===== src/rtl/xcvr_pkg.sv =====
// Shared types for the registered transceiver.
// Assumes: at most one bus is driven at a time.
package xcvr_pkg;

    typedef enum logic [1:0] {
        DRV_NONE = 2'b00,
        DRV_A    = 2'b01,
        DRV_B    = 2'b10
    } drive_e;

    // Turn the enable and direction inputs into a drive choice.
    function automatic drive_e decode_drive(input logic en_n, input logic dir);
        if (en_n)
            return DRV_NONE;
        else if (dir)
            return DRV_B;
        else
            return DRV_A;
    endfunction

endpackage


===== src/rtl/xcvr_edge_sync.sv =====
// Brings one asynchronous strobe into the clock domain and emits a
// one-cycle pulse for every rising edge of the strobe.
// Assumes: the strobe stays high and low for at least two clock cycles each.
module xcvr_edge_sync #(
    parameter int STAGES = 2
) (
    input  logic clk,
    input  logic rst_n,
    input  logic strobe_in,
    output logic rise_pulse
);
    localparam int TOP = STAGES - 1;

    logic [TOP:0] chain;
    logic         last_level;

    // Synchronizer chain plus one flop holding the previous synchronized level.
    always_ff @(posedge clk) begin
        if (!rst_n) begin
            chain      <= '0;
            last_level <= 1'b0;
        end else begin
            chain      <= {chain[TOP-1:0], strobe_in};
            last_level <= chain[TOP];
        end
    end

    // A rising edge is a high synchronized level whose previous level was low.
    always_comb rise_pulse = chain[TOP] & ~last_level;

endmodule


===== src/rtl/xcvr_store.sv =====
// Storage register for one direction. It loads on a capture pulse and
// holds its value otherwise.
// Assumes: load is a single-cycle pulse that is already in the clock domain.
module xcvr_store #(
    parameter int WIDTH = 8
) (
    input  logic             clk,
    input  logic             rst_n,
    input  logic             load,
    input  logic [WIDTH-1:0] d,
    output logic [WIDTH-1:0] q
);
    // Capture the bus value on a load pulse.
    always_ff @(posedge clk) begin
        if (!rst_n)
            q <= '0;
        else if (load)
            q <= d;
    end

endmodule


===== src/rtl/xcvr_drive_stage.sv =====
// Registered source multiplexers and drive enables for both buses.
// Registering here gives one clean output step per change of select.
// Assumes: the live inputs come from the external bus values, not from
// this stage's own outputs.
module xcvr_drive_stage
    import xcvr_pkg::*;
#(
    parameter int WIDTH = 8
) (
    input  logic             clk,
    input  logic             rst_n,
    input  logic             en_n,
    input  logic             dir,
    input  logic             sel_ab,
    input  logic             sel_ba,
    input  logic [WIDTH-1:0] a_live,
    input  logic [WIDTH-1:0] b_live,
    input  logic [WIDTH-1:0] held_ab,
    input  logic [WIDTH-1:0] held_ba,
    output logic [WIDTH-1:0] a_out,
    output logic [WIDTH-1:0] a_oe_q,
    output logic [WIDTH-1:0] b_out,
    output logic [WIDTH-1:0] b_oe_q
);
    drive_e drive_sel;

    // Decode the drive choice from enable and direction.
    always_comb drive_sel = decode_drive(en_n, dir);

    // Each bit lane has identical logic: a registered mux and a registered enable.
    for (genvar lane = 0; lane < WIDTH; lane++) begin : g_lane
        // Register both lane multiplexers and the lane enables.
        always_ff @(posedge clk) begin
            if (!rst_n) begin
                a_out[lane]  <= 1'b0;
                b_out[lane]  <= 1'b0;
                a_oe_q[lane] <= 1'b0;
                b_oe_q[lane] <= 1'b0;
            end else begin
                a_out[lane]  <= sel_ba ? held_ba[lane] : b_live[lane];
                b_out[lane]  <= sel_ab ? held_ab[lane] : a_live[lane];
                a_oe_q[lane] <= (drive_sel == DRV_A);
                b_oe_q[lane] <= (drive_sel == DRV_B);
            end
        end
    end

endmodule


===== src/rtl/bidir_store_xcvr.sv =====
// Top level of the registered bidirectional bus transceiver. It connects
// the two strobe synchronizers, the two direction registers and the drive stage.
// Assumes: the bus inputs are the external bus values. The board combines
// the out and oe pins into the physical bus.
module bidir_store_xcvr #(
    parameter int WIDTH       = 8,
    parameter int SYNC_STAGES = 2
) (
    input  logic             clk,
    input  logic             rst_n,
    input  logic             en_n,
    input  logic             dir,
    input  logic             sel_ab,
    input  logic             sel_ba,
    input  logic             stb_ab,
    input  logic             stb_ba,
    input  logic [WIDTH-1:0] a_in,
    output logic [WIDTH-1:0] a_out,
    output logic             a_oe,
    input  logic [WIDTH-1:0] b_in,
    output logic [WIDTH-1:0] b_out,
    output logic             b_oe
);
    logic             cap_ab;
    logic             cap_ba;
    logic [WIDTH-1:0] reg_ab;
    logic [WIDTH-1:0] reg_ba;
    logic [WIDTH-1:0] a_oe_lanes;
    logic [WIDTH-1:0] b_oe_lanes;

    xcvr_edge_sync #(.STAGES(SYNC_STAGES)) u_sync_ab (
        .clk(clk), .rst_n(rst_n), .strobe_in(stb_ab), .rise_pulse(cap_ab)
    );

    xcvr_edge_sync #(.STAGES(SYNC_STAGES)) u_sync_ba (
        .clk(clk), .rst_n(rst_n), .strobe_in(stb_ba), .rise_pulse(cap_ba)
    );

    xcvr_store #(.WIDTH(WIDTH)) u_store_ab (
        .clk(clk), .rst_n(rst_n), .load(cap_ab), .d(a_in), .q(reg_ab)
    );

    xcvr_store #(.WIDTH(WIDTH)) u_store_ba (
        .clk(clk), .rst_n(rst_n), .load(cap_ba), .d(b_in), .q(reg_ba)
    );

    xcvr_drive_stage #(.WIDTH(WIDTH)) u_drive (
        .clk(clk), .rst_n(rst_n), .en_n(en_n), .dir(dir),
        .sel_ab(sel_ab), .sel_ba(sel_ba),
        .a_live(a_in), .b_live(b_in),
        .held_ab(reg_ab), .held_ba(reg_ba),
        .a_out(a_out), .a_oe_q(a_oe_lanes),
        .b_out(b_out), .b_oe_q(b_oe_lanes)
    );

    // Every lane enable carries the same value, so lane 0 drives the bus enable.
    always_comb begin
        a_oe = a_oe_lanes[0];
        b_oe = b_oe_lanes[0];
    end

endmodule


===== config.mk =====
export PLATFORM = sky130hd
export DESIGN_NAME = bidir_store_xcvr
export DESIGN_NICKNAME = d
export VERILOG_FILES = /design/src/rtl/xcvr_pkg.sv /design/src/rtl/xcvr_edge_sync.sv /design/src/rtl/xcvr_store.sv /design/src/rtl/xcvr_drive_stage.sv /design/src/rtl/bidir_store_xcvr.sv
export SDC_FILE = /design/constraint.sdc
export NUM_CORES = 1
export LEC_CHECK = 0
export BUFFER_PORTS_ARGS = -buffer_cell sky130_fd_sc_hd__clkbuf_2
export CORE_UTILIZATION = 54
export DETAILED_ROUTE_END_ITERATION = 7
export GPL_TIMING_DRIVEN = 0
export PLACE_DENSITY = 0.82
export SLEW_MARGIN = 10
export SYNTH_ARGS = -nofsm -noshare
export SYNTH_HDL_FRONTEND = slang
export SYNTH_SLANG_ARGS = --single-unit

===== constraint.sdc =====
create_clock -name clk -period 1.8 [get_ports clk]
set_clock_uncertainty 0.2 [all_clocks]
set_input_delay 0.18 -clock clk [delete_from_list [all_inputs] [get_ports clk]]
set_output_delay 0.18 -clock clk [all_outputs]
set_load 0.02 [all_outputs]

==> results of run 1 <==
==> how the worst min path moves through the flow <==
stage | startpoint | endpoint | slack, ns | cells past startpoint
global placement | en_n | u_drive.a_oe_q[0] | 0.15 | 2
floorplan | en_n | u_drive.a_oe_q[0] | 0.06 | 1
CTS | rst_n | u_drive.a_out[5] | 0.009 | 2
detailed placement | en_n | u_drive.a_oe_q[0] | 0.16 | 2
global route | sel_ab | u_drive.b_out[6] | 0.01 | 3
finish | sel_ab | u_drive.b_out[7] | 0.02 | 3
==> power groups by stage <==
stage	combinational [W]	sequential (W)	clock (W)
after floorplan	0.0000966	0.000978	0
after global placement	0.000178	0.000953	0
after detailed placement	0.000185	0.000955	0
after CTS	0.000228	0.000935	0.000478
after global routing	0.000248	0.000940	0.000526
final	0.000229	0.000935	0.000475
==> cell type report <==
cell class	instances	area [um2]	area share, %
flip-flops and latches	40	801	39.3
multi-input cells	90	607	29.8
repair buffers	64	450	22.1
plain buffers	10	83.8	4.11
clock buffers	8	58.8	2.89
well taps	30	37.5	1.84
==> per-stage QoR <==
step	hold WS [ns]	utilization [%]	setup slack [ns]
global placement	0.153	67.6	0.731
finish	0.0209	80.1	0.300
CTS	0.00939	80.1	0.344
floorplan	0.0551	-	0.781
detailed placement	0.159	67.6	0.652
global route	0.0126	80.1	0.235
==> registers in the layout, summed over array words and instances (netlist names) <==
signal,cells
u_drive.a_oe_q,1
u_drive.a_out,8
u_drive.b_oe_q,1
u_drive.b_out,8
u_store_ab.q,8
u_store_ba.q,8
u_sync_ab.chain,2
u_sync_ab.last_level,1
u_sync_ba.chain,2
u_sync_ba.last_level,1
==> cells in the final DEF, fill, tap and decap left out <==
master / n
mux2i_1: 32
dfxtp_1: 40
buf_4: 4
clkbuf_4: 5
dlygate4sd3_1: 26
buf_6: 4
clkbuf_1: 3
nor2b_1: 18
nor3b_1: 1
and2_1: 6
clkbuf_8: 1
buf_2: 1
clkbuf_2: 38
and3b_1: 1
nand2_1: 32
==> worst max-delay path: cells and delay by family <==
family / cells / cell delay (ns)
simple gates: 1 / 0.17
buf+inv: 3 / 1.24
==> logic make-up after synthesis <==
group / Yosys count / synth area share [%]
and+or+nand+nor: 58 / 19.2
DFF: 40 / 53.7
muxes: 32 / 21.5
buffers and inverters: 10 / 5.62
==> layer usage <==
metal | track usage, % | routed length [um] | up-vias
met5 | 0 | 0 | -
met4 | 8.97 | 22 | 0
met3 | 8.33 | 125 | 4
met2 | 38.8 | 1610 | 28
met1 | 28.3 | 1400 | 553
li1 | - | - | 589
==> results.md, run 1 <==
- Final hold violations: 0
- # diodes: 0
- Root Driver: clkbuf_4
- Final instance area: around 2000 um2
- HP Class: input port to flip-flop
- Final nets: 235
- # Post-CTS Setup Buffers: 0
- TritonCTS clock tree: built
- Reg-to-reg slack, setup: 0.60 ns
- Unique masters post-synth: 11
- Number of global-route vias before repair: 1027
- Share of layout cells above drive strength 1: about a quarter
- Max H-tree Level: 2
- Clk pin slew, worst setup/hold paths: 0.11 ns
- Vias: about 1200
- Clock Power Share: 29.0%
- Syn Inst Count: 140
- Sequential share of the synthesized area: 53.7%
- First-pass GRT wire length: 4700 um
- Critical R2R Capture: u_store_ba.q[5]
- Critical path data required time: 1.89 ns
- Fin crit share: between 80% and 90%
- Syn_nets: 164
- NetSw: 0.000403 W
- Post-place instance area: roughly 1700 um2
- Status: completed
- Number of port buffers: 38
- Area growth syn-to-layout: 36.7%
- Skew-Pair Late Insertion Delay: 0.34 ns
- Most frequent CP cell: dlygate4sd3_1
- Rows: 18
- Final Max Slew Viols: 0
- Switching portion of total power: 24.6%
- Hpwl dp: roughly 2000 um
- Die span in x: 54.6 um
- Most common cell in the netlist: dfxtp_1
- CP Launch Type: input port
- Routed WL: 3160 um
- Area contributors post-synth: dfxtp_1 54%, mux2i_1 21%, nand2_1 8.1%
- Worst-Margin Slew: about 0.35 ns
- Worst setup path startpoint: en_n
- Crit path capture type: flip-flop
- FF+latch count, synth: 40
- Final cell count without fillers: approximately 240
- CTS Buffer Depth: 2
- Avg Cell Area, Syn: 10.7 um2
- Relative slew slack: 76.7%
- Setup tns final: 0 ns
- Critical path arrival: approximately 1.6 ns
- RSZ-0062 raised after global routing: false
- Hold_buf cts: 26
- Die area: 2980 um2
- Total gr overflow: 0
- Pint: 0.00124 W
- Max frequency: about 670 MHz
- Max VDD drop: 735 uV
- Largest area contributor in the netlist: dfxtp_1
- Placer Congestion: approximately 0.65
- Initial Utilization: 58.6%
- First-pass iteration count of the detailed router: 4
- Netlist Area Pre-Place: 1490 um2
- CP Class: input port to flip-flop
- Largest net degree at the start of global routing: 12
- Ys async rst share: 0%
- Fin crit period: 1.50 ns
- Gate power share: 14.0%
- Die extent in y: roughly 55 um
- Reg2Reg Depth: 3
- Number of I/O pins: between 40 and 50
- Sequential share of power: a little under three fifths
- Finish-stage setup viols: 0
- Initial DRC count: 6
- Fill count: 173
- Final Power: 0.00164 W
- Post-CTS Resized: 0
- LEAKAGE: between 0.9 and 1 nW
- DR vias/cell: 4.85
- Synth warnings: 0
- Max cap viols: 0
- Power Dens Cells: 804 nW/um2
- Total Routing Usage GR: 23.7%
- Commonest cells in the netlist: 40 x dfxtp_1, 32 x mux2i_1, 32 x nand2_1
- Critical path cell sequence: dlygate4sd3_1 -> clkbuf_2 -> nor3b_1 -> dlygate4sd3_1
- Placed Instances: between 200 and 250
- Post-synth EDFFs: 0
- Antenna Nets Post-Route: 0
- R2R Path Start: u_sync_ba.chain[1]
- Yosys top cell area share: between 50% and 60%
- Critical-path top delay cell: dlygate4sd3_1
- Drt drc: 0
- Top FF cell, synth: dfxtp_1
- Worst setup path end: u_drive.a_oe_q[0]
- # clock sinks: 40
- Num CTS Buffers: 5
- Antenna violations before repair: 0
- Routed WL per cell: 13.1 um
- Crit path largest cell delay: 0.58 ns
- Crit-path max FO: 2
- Core Box Area: 2540 um2
Power figures use the tool's default switching activity.
==> inputs of run 2 (changes only) <==
CORE_UTILIZATION = 45   (was 54)
PLACE_DENSITY = 0.73   (was 0.82)
clock period = 1.32 ns   (was 1.8 ns; I/O delays follow)
==> run 2 against run 1 <==
Clock-buffer cell count fell by 2. Highest routed layer unchanged. Utilization fell by 15 points. Largest power group unchanged. Critical endpoint is now b_out[7]. Non-clock buffer count fell by 3. Register-to-register slack got worse by 0.42 ns.
==> results.md, run 2 (synthesized netlist as in run 1, its figures left out) <==
- Critical path cell sequence: clkbuf_2
- LEAKAGE: 0.912 nW (-1.7%)
- Power Dens Cells: 1060 nW/um2 (+31%)
- Number of global-route vias before repair: 1147 (+12%)
- Max frequency: between 800 and 900 MHz
- Fill count: 287 (+66%)
- Worst-Margin Slew: 0.351 ns (+0.00109 ns)
- Die area: 3550 um2 (+19%)
- Vias: 1159 (-1.3%)
- Number of I/O pins: 42 (unchanged)
- Status: completed
- First-pass GRT wire length: 4730 um (+0.60%)
- Hold_sp: u_sync_ba.chain[0]
- Root Driver: clkbuf_4
- Finish-stage setup viols: 0 (unchanged)
- Total Routing Usage GR: 18.5% (-5.2 points)
- # clock sinks: 40 (unchanged)
- First-pass iteration count of the detailed router: 3 (-1)
- Crit-path max FO: 1 (-1)
- Largest net degree at the start of global routing: 12 (unchanged)
- Setup tns final: 0 ns (unchanged)
- Initial Utilization: 48.1% (-11 points)
- Placer Congestion: 0.687 (+5.2%)
- Relative slew slack: 76.6% (about the same)
- # diodes: 0 (unchanged)
- Total gr overflow: 0 (unchanged)
- Share of layout cells above drive strength 1: 25.5% (+0.48 points)
- Final hold violations: 0 (unchanged)
- Area growth syn-to-layout: 35.0%
- Final Max Slew Viols: 0 (unchanged)
- Antenna Nets Post-Route: 0 (unchanged)
- Buffers & Inverters on Critical Path: 1 (-2)
- Initial DRC count: 17 (+11)
- Clk pin slew, worst setup/hold paths: 0.11 ns (about the same)
- Rows: 20 (+2)
- Critical-path top delay cell: dfxtp_1
- Met2 wire length: 1490 um (-7.6%)
- Max cap viols: 0 (unchanged)
- M1 WL: 1230 um (-12%)
- Critical path arrival: 0.83 ns (-0.76 ns)
- Worst Slack Setup Final: 0.157 ns (-0.144 ns)
- Max VDD drop: 813 uV (+11%)
- Met3 WL: 124 um (-0.80%)
- Crit path largest cell delay: 0.34 ns (-0.24 ns)
- TritonCTS clock tree: built
- Routed WL per cell: 11.5 um (-12%)
- Final nets: 232 (-1.3%)
- Pre-CTS setup slack: 0.190 ns (-0.461 ns)
- DR vias/cell: 4.60 (-5.2%)
- Skew-Pair Late Insertion Delay: 0.33 ns (about the same)
- Critical path data required time: 0.99 ns (-0.90 ns)
- RSZ-0062 raised after global routing: false
- Fin crit period: 1.16 ns
- Die span in x: 59.6 um (+9.2%)
- Top layer in use: met4
- Num CTS Buffers: 5 (unchanged)
- Routed WL: 2890 um (-8.6%)
- R2R Path Start: u_sync_ab.chain[1]
- Largest delay contributor family on the critical path: flip-flops
- # Post-CTS Setup Buffers: 0 (unchanged)
- Fin crit share: 88.1%
- Die extent in y: 59.6 um (+9.2%)
- Number of port buffers: 38 (unchanged)
- Commonest non-fill, non-tap cell in the layout: dfxtp_1
- Max H-tree Level: 2 (unchanged)
- HP Class: flip-flop to flip-flop
- CP Launch Type: flip-flop
- Worst setup path startpoint: u_drive.b_out[7]
- CTS Buffer Depth: 2 (unchanged)
- Hpwl dp: 1950 um (-0.50%)
- Core Box Area: 3100 um2 (+22%)
- Commonest non-fill, non-tap cells in the layout: 40 x dfxtp_1, 38 x clkbuf_2, 32 x mux2i_1, 32 x nand2_1, 23 x dlygate4sd3_1
- Crit path capture type: output port
- CP Class: flip-flop to output port
- Antenna violations before repair: 0 (unchanged)
- Drt drc: 0 (unchanged)
run 2: changes by cell type in the layout (fill, tap and decap cells not counted):
cell           delta
clkbuf_8          -1
clkbuf_1          -1
dlygate4sd3_1     -3
clkinv_2          +1
run 2: through the flow:
| step | total power, W | instances | utilization, % | hold slack (ns) | area, um2 |
|---|---|---|---|---|---|
| after global routing | 0.00224 | 252 | 64.9 | 0.280 | 2010 |
| after floorplan | 0.00146 | 140 | - | 0.00708 | 1490 |
| final | 0.00213 | 252 | 64.9 | 0.251 | 2010 |
| after global placement | 0.00154 | 222 | 56.0 | 0.105 | 1740 |
| after CTS | 0.00215 | 252 | 64.9 | 0.248 | 2010 |
| after detailed placement | 0.00156 | 222 | 56.0 | 0.123 | 1740 |
run 2: what timing repair did:
action                    in CTS  in global routing
hold endpoints to repair      36                  0
resized for setup              0                  0
hold buffers                  23                  0
run 2: path summary, 6_finish.rpt:
path,end,slack (ns),cells past startpoint
setup / recovery,b_out[7],0.16,1
hold / removal,u_sync_ba.chain[1],0.25,1
setup reg to reg,u_store_ab.q[0],0.18,3
hold reg to reg,u_sync_ba.chain[1],0.25,1
run 2: metal layers:
layer	vias up	track usage (%)
met1	536	18.8
li1	587	-
met4	0	7.97
met2	31	34.3
met5	-	0
met3	5	5.90
run 2: power by group:
part	internal (W)	switching (W)	total (W)
logic	0.000161	0.000144	0.000305
registers	0.00126	0.0000169	0.00127
clock network	0.000196	0.000353	0.000549
run 2: cell type report:
cell class / count / area, um2 / share of cell area [%]
Sequential cell: 40 / 801 / 39.8
Multi-Input combinational cell: 90 / 607 / 30.1
Timing Repair Buffer: 61 / 420 / 20.9
Buffer: 10 / 83.8 / 4.16
Tap cell: 44 / 55.1 / 2.73
Clock buffer: 6 / 41.3 / 2.05
Clock inverter: 1 / 5.00 / 0.249
